==> config.mk <==
export PLATFORM = sky130hd
export DESIGN_NAME = abr_meter
export DESIGN_NICKNAME = d
export VERILOG_FILES = /design/src/rtl/abr_meter.sv
export SDC_FILE = /design/constraint.sdc
export NUM_CORES = 1
export LEC_CHECK = 0
export ABC_AREA = 1
export BUFFER_PORTS_ARGS = -buffer_cell sky130_fd_sc_hd__buf_2
export CORE_MARGIN = 2
export CORE_UTILIZATION = 47
export DETAILED_ROUTE_END_ITERATION = 10
export PLACE_DENSITY = 0.72
export SLEW_MARGIN = 10
export SYNTH_ARGS = -nofsm -noshare
export SYNTH_HDL_FRONTEND = slang
export SYNTH_SLANG_ARGS = --single-unit
==> constraint.sdc <==
create_clock -name clk_i -period 1.4 [get_ports clk_i]
set_input_delay 0.14 -clock clk_i [delete_from_list [all_inputs] [get_ports clk_i]]
set_output_delay 0.14 -clock clk_i [all_outputs]
set_load 0.02 [all_outputs]
==> src/rtl/abr_meter.sv <==
module abr_meter #(
  parameter int CNT_W = 16
) (
  input  logic             clk_i,
  input  logic             rst_ni,
  input  logic             rx_i,
  input  logic             cfg_we_i,
  input  logic             cfg_start_i,
  input  logic             cfg_ie_i,
  input  logic             flag_clr_i,
  output logic             start_o,
  output logic             ie_o,
  output logic             flag_o,
  output logic             irq_o,
  output logic [1:0]       status_o,
  output logic [CNT_W-1:0] count_o
);
  localparam logic [CNT_W-1:0] CNT_MAX = '1;
  localparam logic [CNT_W-1:0] CNT_ONE = {{(CNT_W-1){1'b0}}, 1'b1};
  localparam logic [1:0] ST_NOINIT = 2'd0;
  localparam logic [1:0] ST_READY  = 2'd1;
  localparam logic [1:0] ST_COUNT  = 2'd2;

  logic             rx_meta, rx_sync, rx_prev;
  logic [1:0]       st_q;
  logic             start_q, ie_q, flag_q;
  logic [CNT_W-1:0] run_q, res_q;

  wire rx_fall = rx_prev & ~rx_sync;
  wire rx_rise = ~rx_prev & rx_sync;
  wire abort   = (st_q == ST_COUNT) & cfg_we_i & ~cfg_start_i;
  wire done    = (st_q == ST_COUNT) & rx_rise & ~abort;
  wire launch  = (st_q == ST_READY) & start_q & rx_fall;

  always_ff @(posedge clk_i or negedge rst_ni) begin
    if (!rst_ni) begin
      rx_meta <= 1'b1;
      rx_sync <= 1'b1;
      rx_prev <= 1'b1;
    end else begin
      rx_meta <= rx_i;
      rx_sync <= rx_meta;
      rx_prev <= rx_sync;
    end
  end

  always_ff @(posedge clk_i or negedge rst_ni) begin
    if (!rst_ni) begin
      st_q <= ST_NOINIT;
    end else begin
      case (st_q)
        ST_NOINIT: if (cfg_we_i && (cfg_start_i || cfg_ie_i)) st_q <= ST_READY;
        ST_READY:  if (launch) st_q <= ST_COUNT;
        ST_COUNT:  if (abort || done) st_q <= ST_READY;
        default:   st_q <= ST_NOINIT;
      endcase
    end
  end

  always_ff @(posedge clk_i or negedge rst_ni) begin
    if (!rst_ni) begin
      start_q <= 1'b0;
      ie_q    <= 1'b0;
    end else begin
      if (done)          start_q <= 1'b0;
      else if (cfg_we_i) start_q <= cfg_start_i;
      if (cfg_we_i)      ie_q    <= cfg_ie_i;
    end
  end

  always_ff @(posedge clk_i or negedge rst_ni) begin
    if (!rst_ni) begin
      run_q  <= '0;
      res_q  <= '0;
      flag_q <= 1'b0;
    end else begin
      if (launch)
        run_q <= CNT_ONE;
      else if (st_q == ST_COUNT && !done && !abort && run_q != CNT_MAX)
        run_q <= run_q + CNT_ONE;
      if (done)            res_q  <= run_q;
      if (done)            flag_q <= 1'b1;
      else if (flag_clr_i) flag_q <= 1'b0;
    end
  end

  assign start_o  = start_q;
  assign ie_o     = ie_q;
  assign flag_o   = flag_q;
  assign irq_o    = flag_q & ie_q;
  assign status_o = st_q;
  assign count_o  = res_q;

  p_legal_status_r1: assert property (@(posedge clk_i) disable iff (!rst_ni)
    status_o != 2'd3);
  p_no_return_r2: assert property (@(posedge clk_i) disable iff (!rst_ni)
    (status_o != ST_NOINIT) |=> (status_o != ST_NOINIT));
  p_result_held_r5: assert property (@(posedge clk_i) disable iff (!rst_ni)
    (status_o == ST_COUNT) |-> $stable(count_o));
  p_finish_r6: assert property (@(posedge clk_i) disable iff (!rst_ni)
    (status_o == ST_COUNT && rx_rise && !cfg_we_i) |=>
      (status_o == ST_READY && !start_o && flag_o));
  p_irq_gate_r7: assert property (@(posedge clk_i) disable iff (!rst_ni)
    irq_o |-> (ie_o && flag_o));
  p_abort_r8: assert property (@(posedge clk_i) disable iff (!rst_ni)
    (status_o == ST_COUNT && cfg_we_i && !cfg_start_i) |=>
      (status_o == ST_READY && $stable(count_o)));
  p_saturate_r9: assert property (@(posedge clk_i) disable iff (!rst_ni)
    (status_o == ST_COUNT && run_q == CNT_MAX) |=> (run_q == CNT_MAX || status_o != ST_COUNT));
endmodule

==> results of run 1 <==
==> cells by family (layout without fill, tap and decap cells) <==
kind of cell             after synthesis  in the layout  share of synthesized area, %
AND/OR/NAND/NOR                      126            126                          29.7
flip-flops                            40             40                          51.6
buffers and inverters                 31             95                          6.75
AO/OA/AOI/OAI                         28             28                          7.97
XOR/XNOR                               6              6                          2.70
adder cells (fa/ha/maj)                1              1                         0.643
multiplexers                           1              1                         0.579
==> layout by cell type (no fill, tap or decap), types with 3 or more instances in the layout <==
| cell type | netlist | routed |
|---|---|---|
| nand2_2 | 2 | 18 |
| inv_2 | 2 | 3 |
| buf_6 | 1 | 4 |
| buf_4 | 1 | 23 |
| o21ai_2 | 1 | 7 |
| dfstp_2 | 3 | 3 |
| xor2_1 | 6 | 6 |
| nor2_1 | 17 | 15 |
| buf_2 | 1 | 28 |
| inv_1 | 22 | 20 |
| dfrtp_1 | 37 | 37 |
| nand2_1 | 71 | 51 |
| o21ai_1 | 11 | 17 |
| nor2_4 | 3 | 6 |
| nand3_1 | 15 | 11 |
| nand3_2 | 2 | 5 |
| clkbuf_8 | 0 | 6 |
| nand2_4 | 0 | 3 |
| nand4_1 | 13 | 13 |
| buf_12 | 0 | 3 |
==> final timing paths <==
| check | start | depth (start not counted) | slack (ps) | end |
|---|---|---|---|---|
| worst max register to register | run_q[0] | 9 | -90 | run_q[10] |
| worst max-delay path | run_q[0] | 9 | -90 | run_q[10] |
| worst min register to register | rx_meta | 0 | 360 | rx_sync |
| min in group asynchronous | rst_ni | 3 | 430 | count_o[0] |
| worst min-delay path | flag_clr_i | 2 | 50 | flag_o |
| max in group asynchronous | rst_ni | 3 | 600 | count_o[4] |
==> power by group through the flow <==
stage | logic, W | clock network (W) | registers (W)
global route | 0.000586 | 0.000842 | 0.00133
finish | 0.000541 | 0.000790 | 0.00132
floorplan | 0.000224 | 0 | 0.00137
global placement | 0.000441 | 0 | 0.00132
CTS | 0.000498 | 0.000799 | 0.00131
detailed placement | 0.000456 | 0 | 0.00133
==> flip-flops by register name, summed over array words and instances, names as in the netlist <==
signal / count
count_o: 16
ie_o: 1
rx_prev: 1
rx_sync: 1
run_q: 16
flag_o: 1
rx_meta: 1
status_o: 2
start_o: 1
==> metrics by stage <==
step / std cells / setup WS, ps / power (W) / cell area, um^2
after floorplan: 233 / 0.883 / 0.00159 / 1970
after global routing: 347 / -175 / 0.00276 / 2720
after global placement: 331 / 6.09 / 0.00177 / 2370
after detailed placement: 331 / -29.2 / 0.00178 / 2370
final: 347 / -92.1 / 0.00265 / 2720
after CTS: 344 / -6.39 / 0.00260 / 2520
==> per-layer routing <==
metal | GRT usage (%) | wire length, um | vias up
li1 | - | - | 888
met1 | 27.6 | 2120 | 824
met4 | 7.50 | 68 | 0
met5 | 0 | 0 | -
met3 | 5.43 | 196 | 7
met2 | 34.7 | 2390 | 48
==> synthesized netlist by cell type (2+ instances only) <==
| library cell | number | share of area, % |
|---|---|---|
| dfstp_2 | 3 | 4.1 |
| nor2_1 | 17 | 3.3 |
| nand2_2 | 2 | 0.64 |
| nand3_1 | 15 | 3.9 |
| inv_2 | 2 | 0.39 |
| xor2_1 | 6 | 2.7 |
| inv_1 | 22 | 4.2 |
| nand2_1 | 71 | 14 |
| o21ai_1 | 11 | 2.8 |
| dfrtp_1 | 37 | 48 |
| nand3_2 | 2 | 1.0 |
| nand4_1 | 13 | 4.2 |
| nor2_2 | 2 | 0.64 |
| clkbuf_1 | 3 | 0.58 |
| nor2_4 | 3 | 1.7 |
| o21ai_0 | 14 | 3.6 |
==> cell type report <==
type                    count  area, um^2
fillers                   323        1280
flip-flops and latches     40        1000
multi-input cells         162         971
repair buffers             62         488
inverters                  25        98.8
clock buffers               8        90.1
well taps                  50        62.6
==> what timing repair did <==
action	CTS	global route
gates resized for setup	6	51
setup buffers	4	2
hold buffers	2	0
endpoints found under the setup margin	29	34
endpoints found under the hold margin	38	0
cloned	0	3
pin swaps	2	10
==> impl_metrics.json, run 1 <==
{
  "die-area_mm2": 0.00467,
  "syn_nets": 241,
  "cts_inserted_buffers": 5,
  "fin_crit_ps": 1490,
  "grt_pass1_vias": 1653,
  "ctsHtreeMaxLevel": 2,
  "finalCritPeriodShare_pct": 107,
  "worst_slack_ps": -92.1,
  "grt_setup_unrepaired": "true",
  "fin_setup_tns_ps": -1100,
  "hold_viol_final": 0,
  "worst_slew_pin_slew_ps": 509,
  "final_net_count": 304,
  "swShare_pct": 29.7,
  "synthToLayoutAreaGrowth_pct": 39.5,
  "drtPass1Iterations": 5,
  "ys_seq_area_share_pct": 51.6,
  "row_count": 23,
  "drive_above_1_share_pct": 40.4,
  "cpLargestDelayFamily": "simple AND/OR/NAND/NOR gates",
  "route.detailed.drc": 0,
  "core-area_mm2": 0.00400,
  "via_per_inst": 5.09,
  "place_hpwl_um": 3030,
  "vias": 1767,
  "grt_max_degree": 41,
  "worstSetupPathType": "reg -> reg",
  "vdd_drop_max_v": 0.000769,
  "synth.avg_cell_area_um2": 8.35,
  "clock_latency_ps": 290,
  "cpMostUsedCell": "nor2_4",
  "power.leakage_nw": 1.32,
  "power_switching_w": 0.000787,
  "cp_data_required_time_ps": 1580,
  "fmax_mhz": 670,
  "synth_cell_types": 26,
  "antenna_found_initial": 0,
  "grt_pass1_wl_um": 7290,
  "ys.flop_type": "dfrtp_1",
  "slowest_stage": "dfrtp_1",
  "grtUsageTotal_pct": 21.4,
  "p_int_w": 0.00186,
  "cts_buffer_depth": 2,
  "hold_ws_ps": 45.5,
  "synth-edff-count": 0,
  "fp.dieH_um": 68.3,
  "drtIter0Drc": 107,
  "cap_violations": 0,
  "grt-ovfl-total": 0,
  "powerDensity_mw_per_mm2": 976,
  "min_path_type": "in -> reg",
  "p_clk_share_pct": 29.8,
  "diodes": 0,
  "clkTransAtPathRegs_ps": 80,
  "setup_viol_count_final": 16,
  "ys_warn_count": 0,
  "crit_arrival_ps": 1680,
  "final-max-slew-violation-count": 0,
  "final_core_util_pct": 67.9,
  "place.gp.congestion": 0.856,
  "pwr-share-seq_pct": 49.8,
  "cts_tree": "yes",
  "die_w_um": 68.3,
  "clock-root-buffer": "clkbuf_8",
  "worstSetupEndpointType": "flip-flop",
  "synthesis.area_mm2": 0.00195,
  "crit_buf_inv": 1,
  "path_cells": "ha_4 > nand2_4 > nor2_4 > nand2_2 > nor2_4 > nor2_4 > buf_12 > nand4_1 > nand2_1",
  "cp_max_fo": 16,
  "cpPeakStageDelay_ps": 430,
  "synthCells": 233,
  "start_util_pct": 48.6,
  "cts_sinks": 40,
  "finalWirelength_um": 4770,
  "ys_ff_latch": 40,
  "start_kind": "flip-flop",
  "slew_headroom_pct": 66.1,
  "violations": "negative setup slack",
  "io_pins": 29,
  "pwr-share-comb_pct": 20.4,
  "outcome": "complete, but fails checks",
  "io_buffers": 28,
  "async_reset_ff_share_pct": 100,
  "fin_worst_skew_ps": 6.19,
  "wl_per_cell_um": 13.7,
  "drtAntennaViolNets": 0
}
(Power assumes the default switching activity.)
==> run 2: changes to the inputs <==
Settings changed: TNS_END_PERCENT set to 1.
==> impl_metrics.json, run 2 (synthesis results as in run 1) <==
{
  "outcome": "complete, but fails checks",
  "violations": "negative setup slack",
  "cap_violations": 0,
  "place.gp.congestion": 0.856,
  "diodes": 0,
  "reg2reg_from": "run_q[0]",
  "slowest_stage": "dfrtp_1",
  "cts_sinks": 40,
  "pwr-share-seq_pct": 51.2,
  "slew_headroom_pct": 66.1,
  "power.leakage_nw": 1.26,
  "finalWirelength_um": 4090,
  "min_to": "flag_o",
  "grt_pass1_wl_um": 7180,
  "fillers": 354,
  "synthToLayoutAreaGrowth_pct": 29.7,
  "finalCritPeriodShare_pct": 101,
  "fp.dieH_um": 68.3,
  "grt_setup_unrepaired": "true",
  "grt_pass1_vias": 1642,
  "dp.cells": 331,
  "place_hpwl_um": 3030,
  "vias": 1679,
  "fin_worst_skew_ps": 5.76,
  "final-instance-count-excl-fill": 341,
  "p_int_w": 0.00184,
  "cts_tree": "yes",
  "pwr-share-comb_pct": 18.7,
  "grt.busiest_layer": "met2",
  "clock_latency_ps": 290,
  "cp_max_fo": 8,
  "powerDensity_mw_per_mm2": 1020,
  "start_util_pct": 48.6,
  "final_common_cell": "nand2_1",
  "final_net_count": 298,
  "post-cts-setup-buffer-count": 0,
  "hold_start": "flag_clr_i",
  "p_clk_share_pct": 30.1,
  "cts_inserted_buffers": 5,
  "use_met3_pct": 5.43,
  "worstSetupPathType": "reg -> reg",
  "setup_viol_count_final": 3,
  "fin_crit_ps": 1420,
  "route.detailed.drc": 0,
  "core-area_mm2": 0.00400,
  "cpPeakStageDelay_ps": 430,
  "clock-root-buffer": "clkbuf_8",
  "drtPass1Iterations": 4,
  "drive_above_1_share_pct": 30.9,
  "worstSetupEndpointType": "flip-flop",
  "fmax_mhz": 706,
  "gr-usage-met1_pct": 27.2,
  "wl_per_cell_um": 12.0,
  "worst_slew_pin_slew_ps": 509,
  "gr-usage-met2_pct": 34.0,
  "antenna_found_initial": 0,
  "cts_buffer_depth": 2,
  "vdd_drop_max_v": 0.000794,
  "hold_viol_final": 0,
  "die-area_mm2": 0.00467,
  "io_pins": 29,
  "min_path_type": "in -> reg",
  "reg2reg_to": "run_q[10]",
  "ctsHtreeMaxLevel": 2,
  "final-max-slew-violation-count": 0,
  "die_w_um": 68.3,
  "clkTransAtPathRegs_ps": 70,
  "grt_max_degree": 41,
  "crit_arrival_ps": 1590,
  "worst_hold_path.num_cells": 2,
  "final_core_util_pct": 63.1,
  "grtUsageTotal_pct": 21.0,
  "worst_slack_ps": -16.6,
  "layout_common_cells": "66 x nand2_1, 37 x dfrtp_1, 28 x buf_2, 23 x buf_4, 20 x inv_1",
  "post-place-ws_ps": -29.2,
  "start_kind": "flip-flop",
  "via_per_inst": 4.92,
  "reg2reg_slack_ps": -20,
  "power_switching_w": 0.000735,
  "grt-ovfl-total": 0,
  "row_count": 23,
  "swShare_pct": 28.6,
  "path_cells": "ha_4 > nand2_4 > nor2_4 > nand2_2 > nor2_4 > o21ai_4 > inv_4 > nand2_1 > nand2_1",
  "cp_data_required_time_ps": 1580,
  "rr_worst_depth": 9,
  "drtIter0Drc": 99,
  "drtAntennaViolNets": 0,
  "io_buffers": 28
}
==> run 2: cell type report <==
class / count / area (um^2) / area share [%]
multi-input cells: 162 / 877 / 34.8
inverters: 25 / 96.3 / 3.82
flip-flops and latches: 40 / 1000 / 39.8
clock buffers: 8 / 90.1 / 3.57
well taps: 50 / 62.6 / 2.48
repair buffers: 56 / 393 / 15.6
==> run 2: worst max-delay path, delay by kind of cell (launching register included) <==
family	cells	cell delay [ps]
adders and majority gates	1	190
DFF	1	430
AOI/OAI and AO/OA	1	230
buffers and inverters	1	90
and+or+nand+nor	6	360
==> run 2: layer usage <==
layer,part of all wire (%),routed length [um]
met4,1.0,41
met1,49,2010
met3,3.7,151
met2,46,1890
met5,0,0
==> run 2: worst max-delay path by stage <==
stage	start	end	slack, ps	cells after the start
floorplan	run_q[1]	run_q[13]	0.9	9
global placement	rx_prev	run_q[10]	6	7
detailed placement	run_q[0]	run_q[10]	-30	9
CTS	run_q[0]	run_q[10]	-30	9
global route	run_q[2]	run_q[14]	-160	7
finish	run_q[0]	run_q[10]	-20	9
==> run 2: through the flow <==
stage,TNS [ps],hold slack (ps),area (um^2),power (W)
after floorplan,0,-156,1970,0.00159
after global placement,0,225,2370,0.00177
after detailed placement,-204,233,2370,0.00178
after CTS,-96.5,48.3,2490,0.00258
after global routing,-1510,41.7,2520,0.00270
final,-18.7,45.0,2520,0.00257
==> run 2: timing repair <==
item	in CTS	in global routing
resized for setup	4	15
setup endpoints to repair	29	33
hold buffers	2	0
pin swaps	2	1
hold endpoints to repair	38	0
==> run 2: power groups by stage <==
stage	Combinational [W]	Sequential, W	Clock, W
6_report	0.000482	0.00132	0.000773
5_1_grt	0.000530	0.00133	0.000842
4_1_cts	0.000472	0.00131	0.000799
3_5_place_dp	0.000456	0.00133	0
3_3_place_gp	0.000441	0.00132	0
2_1_floorplan	0.000224	0.00137	0
==> run 3: changes to the inputs <==
Settings changed: CORE_UTILIZATION 47 to 45, GPL_TIMING_DRIVEN set to 0, PLACE_DENSITY 0.72 to 0.7.
Clock period 1.4 ns to 1.3 ns, I/O delays scaled along.
==> impl_metrics.json, run 3 (synthesis results as in run 1) <==
{
  "post-place-ws_ps": -378,
  "fin_crit_ps": 1400,
  "critPathCapture": "count_o[8]",
  "cp.depth": 7,
  "vdd_drop_max_v": 0.000612,
  "worstSetupPathType": "reg -> reg",
  "route.detailed.drc": 0,
  "cp_data_required_time_ps": 1530,
  "via_per_inst": 5.24,
  "fp.dieH_um": 69.8,
  "crit_start": "rx_sync",
  "clock_latency_ps": 300,
  "grt_max_degree": 41,
  "cpPeakStageDelay_ps": 560,
  "drtAntennaViolNets": 0,
  "synthToLayoutAreaGrowth_pct": 32.9,
  "final-max-slew-violation-count": 0,
  "start_util_pct": 47.6,
  "fmax_mhz": 712,
  "antenna_found_initial": 0,
  "row_count": 23,
  "grt-ovfl-total": 0,
  "powerDensity_mw_per_mm2": 1110,
  "die-area_mm2": 0.00487,
  "cts_tree": "yes",
  "vias": 1771,
  "drtPass1Iterations": 4,
  "rr_worst_depth": 7,
  "reg2reg_from": "rx_sync",
  "seqCellArea_mm2": 0.00101,
  "fin_setup_tns_ps": -2870,
  "grtUsageTotal_pct": 20.8,
  "hold_viol_final": 0,
  "hold_ws_ps": 51.3,
  "crit_arrival_ps": 1630,
  "start_kind": "flip-flop",
  "placed_area_mm2": 0.00217,
  "outcome": "complete, but fails checks",
  "io_buffers": 28,
  "grt_pass1_wl_um": 7850,
  "finalWirelength_um": 4830,
  "place_hpwl_um": 2960,
  "cts_buffer_depth": 2,
  "final_net_count": 295,
  "drtIter0Drc": 132,
  "drive_above_1_share_pct": 36.5,
  "io_pins": 29,
  "reg2reg_to": "count_o[8]",
  "final_area_mm2": 0.00258,
  "wl_per_cell_um": 14.3,
  "die_w_um": 69.8,
  "cts_inserted_buffers": 5,
  "grt_pass1_vias": 1750,
  "worstSetupEndpointType": "flip-flop",
  "crit_buf_inv": 3,
  "clkTransAtPathRegs_ps": 80,
  "core-area_mm2": 0.00409,
  "clock-root-buffer": "clkbuf_8",
  "fillers": 349,
  "finalCritPeriodShare_pct": 108,
  "path_cells": "inv_4 > nor2_4 > nand2_2 > inv_2 > nand2_4 > clkbuf_8 > o21ai_0",
  "cpLargestDelayFamily": "flip-flops",
  "ctsHtreeMaxLevel": 2,
  "fin_worst_skew_ps": 4.27,
  "cap_violations": 0,
  "cp_max_fo": 10,
  "power.total_w": 0.00287,
  "cts_sinks": 40,
  "diodes": 0,
  "min_path_type": "in -> reg",
  "reg2reg_slack_ps": -100,
  "layout_common_cells": "59 x nand2_1, 34 x dfrtp_1, 27 x buf_2, 20 x inv_1, 16 x o21ai_1",
  "setup_viol_count_final": 34,
  "worst_slew_pin_slew_ps": 550,
  "multi_input_area_um2": 936,
  "slowest_stage": "dfstp_2",
  "violations": "negative setup slack",
  "power.leakage_nw": 1.25,
  "grt_setup_unrepaired": "true",
  "worst_slack_ps": -105,
  "final_common_cell": "nand2_1",
  "place.gp.congestion": 0.869,
  "slew_headroom_pct": 63.4
}
-- run 3: per-layer routing --
metal	vias up	global-route usage, %	routed length (um)
li1	865	-	-
met1	846	25.7	2100
met2	51	34.8	2450
met3	9	4.65	208
met4	0	9.40	70
met5	-	0	0
-- run 3: power by group --
group | switching (W) | leakage [nW] | internal (W) | total (W)
clock network | 0.000441 | 0.0455 | 0.000433 | 0.000874
registers | 0.0000725 | 0.532 | 0.00133 | 0.00140
logic | 0.000356 | 0.677 | 0.000237 | 0.000593
total | 0.000870 | 1.25 | 0.00200 | 0.00287
-- run 3: timing repair --
| item | in CTS | in global routing |
|---|---|---|
| cloned | 1 | 1 |
| hold endpoints to repair | 39 | 0 |
| hold buffers | 3 | 0 |
| buffers inserted | 13 | 1 |
| pin swaps | 7 | 4 |
| resized for setup | 37 | 23 |
| endpoints found under the setup margin | 35 | 37 |
-- run 3: how the worst min path moves through the flow --
| stage | start | to | slack [ps] | cells past startpoint |
|---|---|---|---|---|
| 2_1_floorplan | rst_ni | count_o[0] | -170 | 0 |
| 3_3_place_gp | rx_i | rx_meta | 230 | 1 |
| 3_5_place_dp | rx_i | rx_meta | 240 | 1 |
| 4_1_cts | cfg_ie_i | ie_o | 50 | 3 |
| 5_1_grt | cfg_ie_i | ie_o | 90 | 3 |
| 6_report | cfg_ie_i | ie_o | 50 | 3 |
-- run 3: worst register-to-register path: cells and delay by family (launching register included) --
family / cells / cell delay, ps
AOI/OAI and AO/OA: 1 / 140
buffers and inverters: 3 / 350
DFF: 1 / 560
and+or+nand+nor: 3 / 290
-- run 3: cell type report --
class,count,share of cell area [%]
clock buffers,8,3.48
multi-input cells,162,36.2
flip-flops and latches,40,39.0
plain buffers,6,3.05
inverters,25,3.82
repair buffers,47,12.0
well taps,50,2.42
-- run 3: metrics by stage --
stage	instances	utilization [%]
after global routing	338	63.3
final	338	63.3
after CTS	336	61.2
after floorplan	233	-
after global placement	311	53.1
after detailed placement	311	53.1
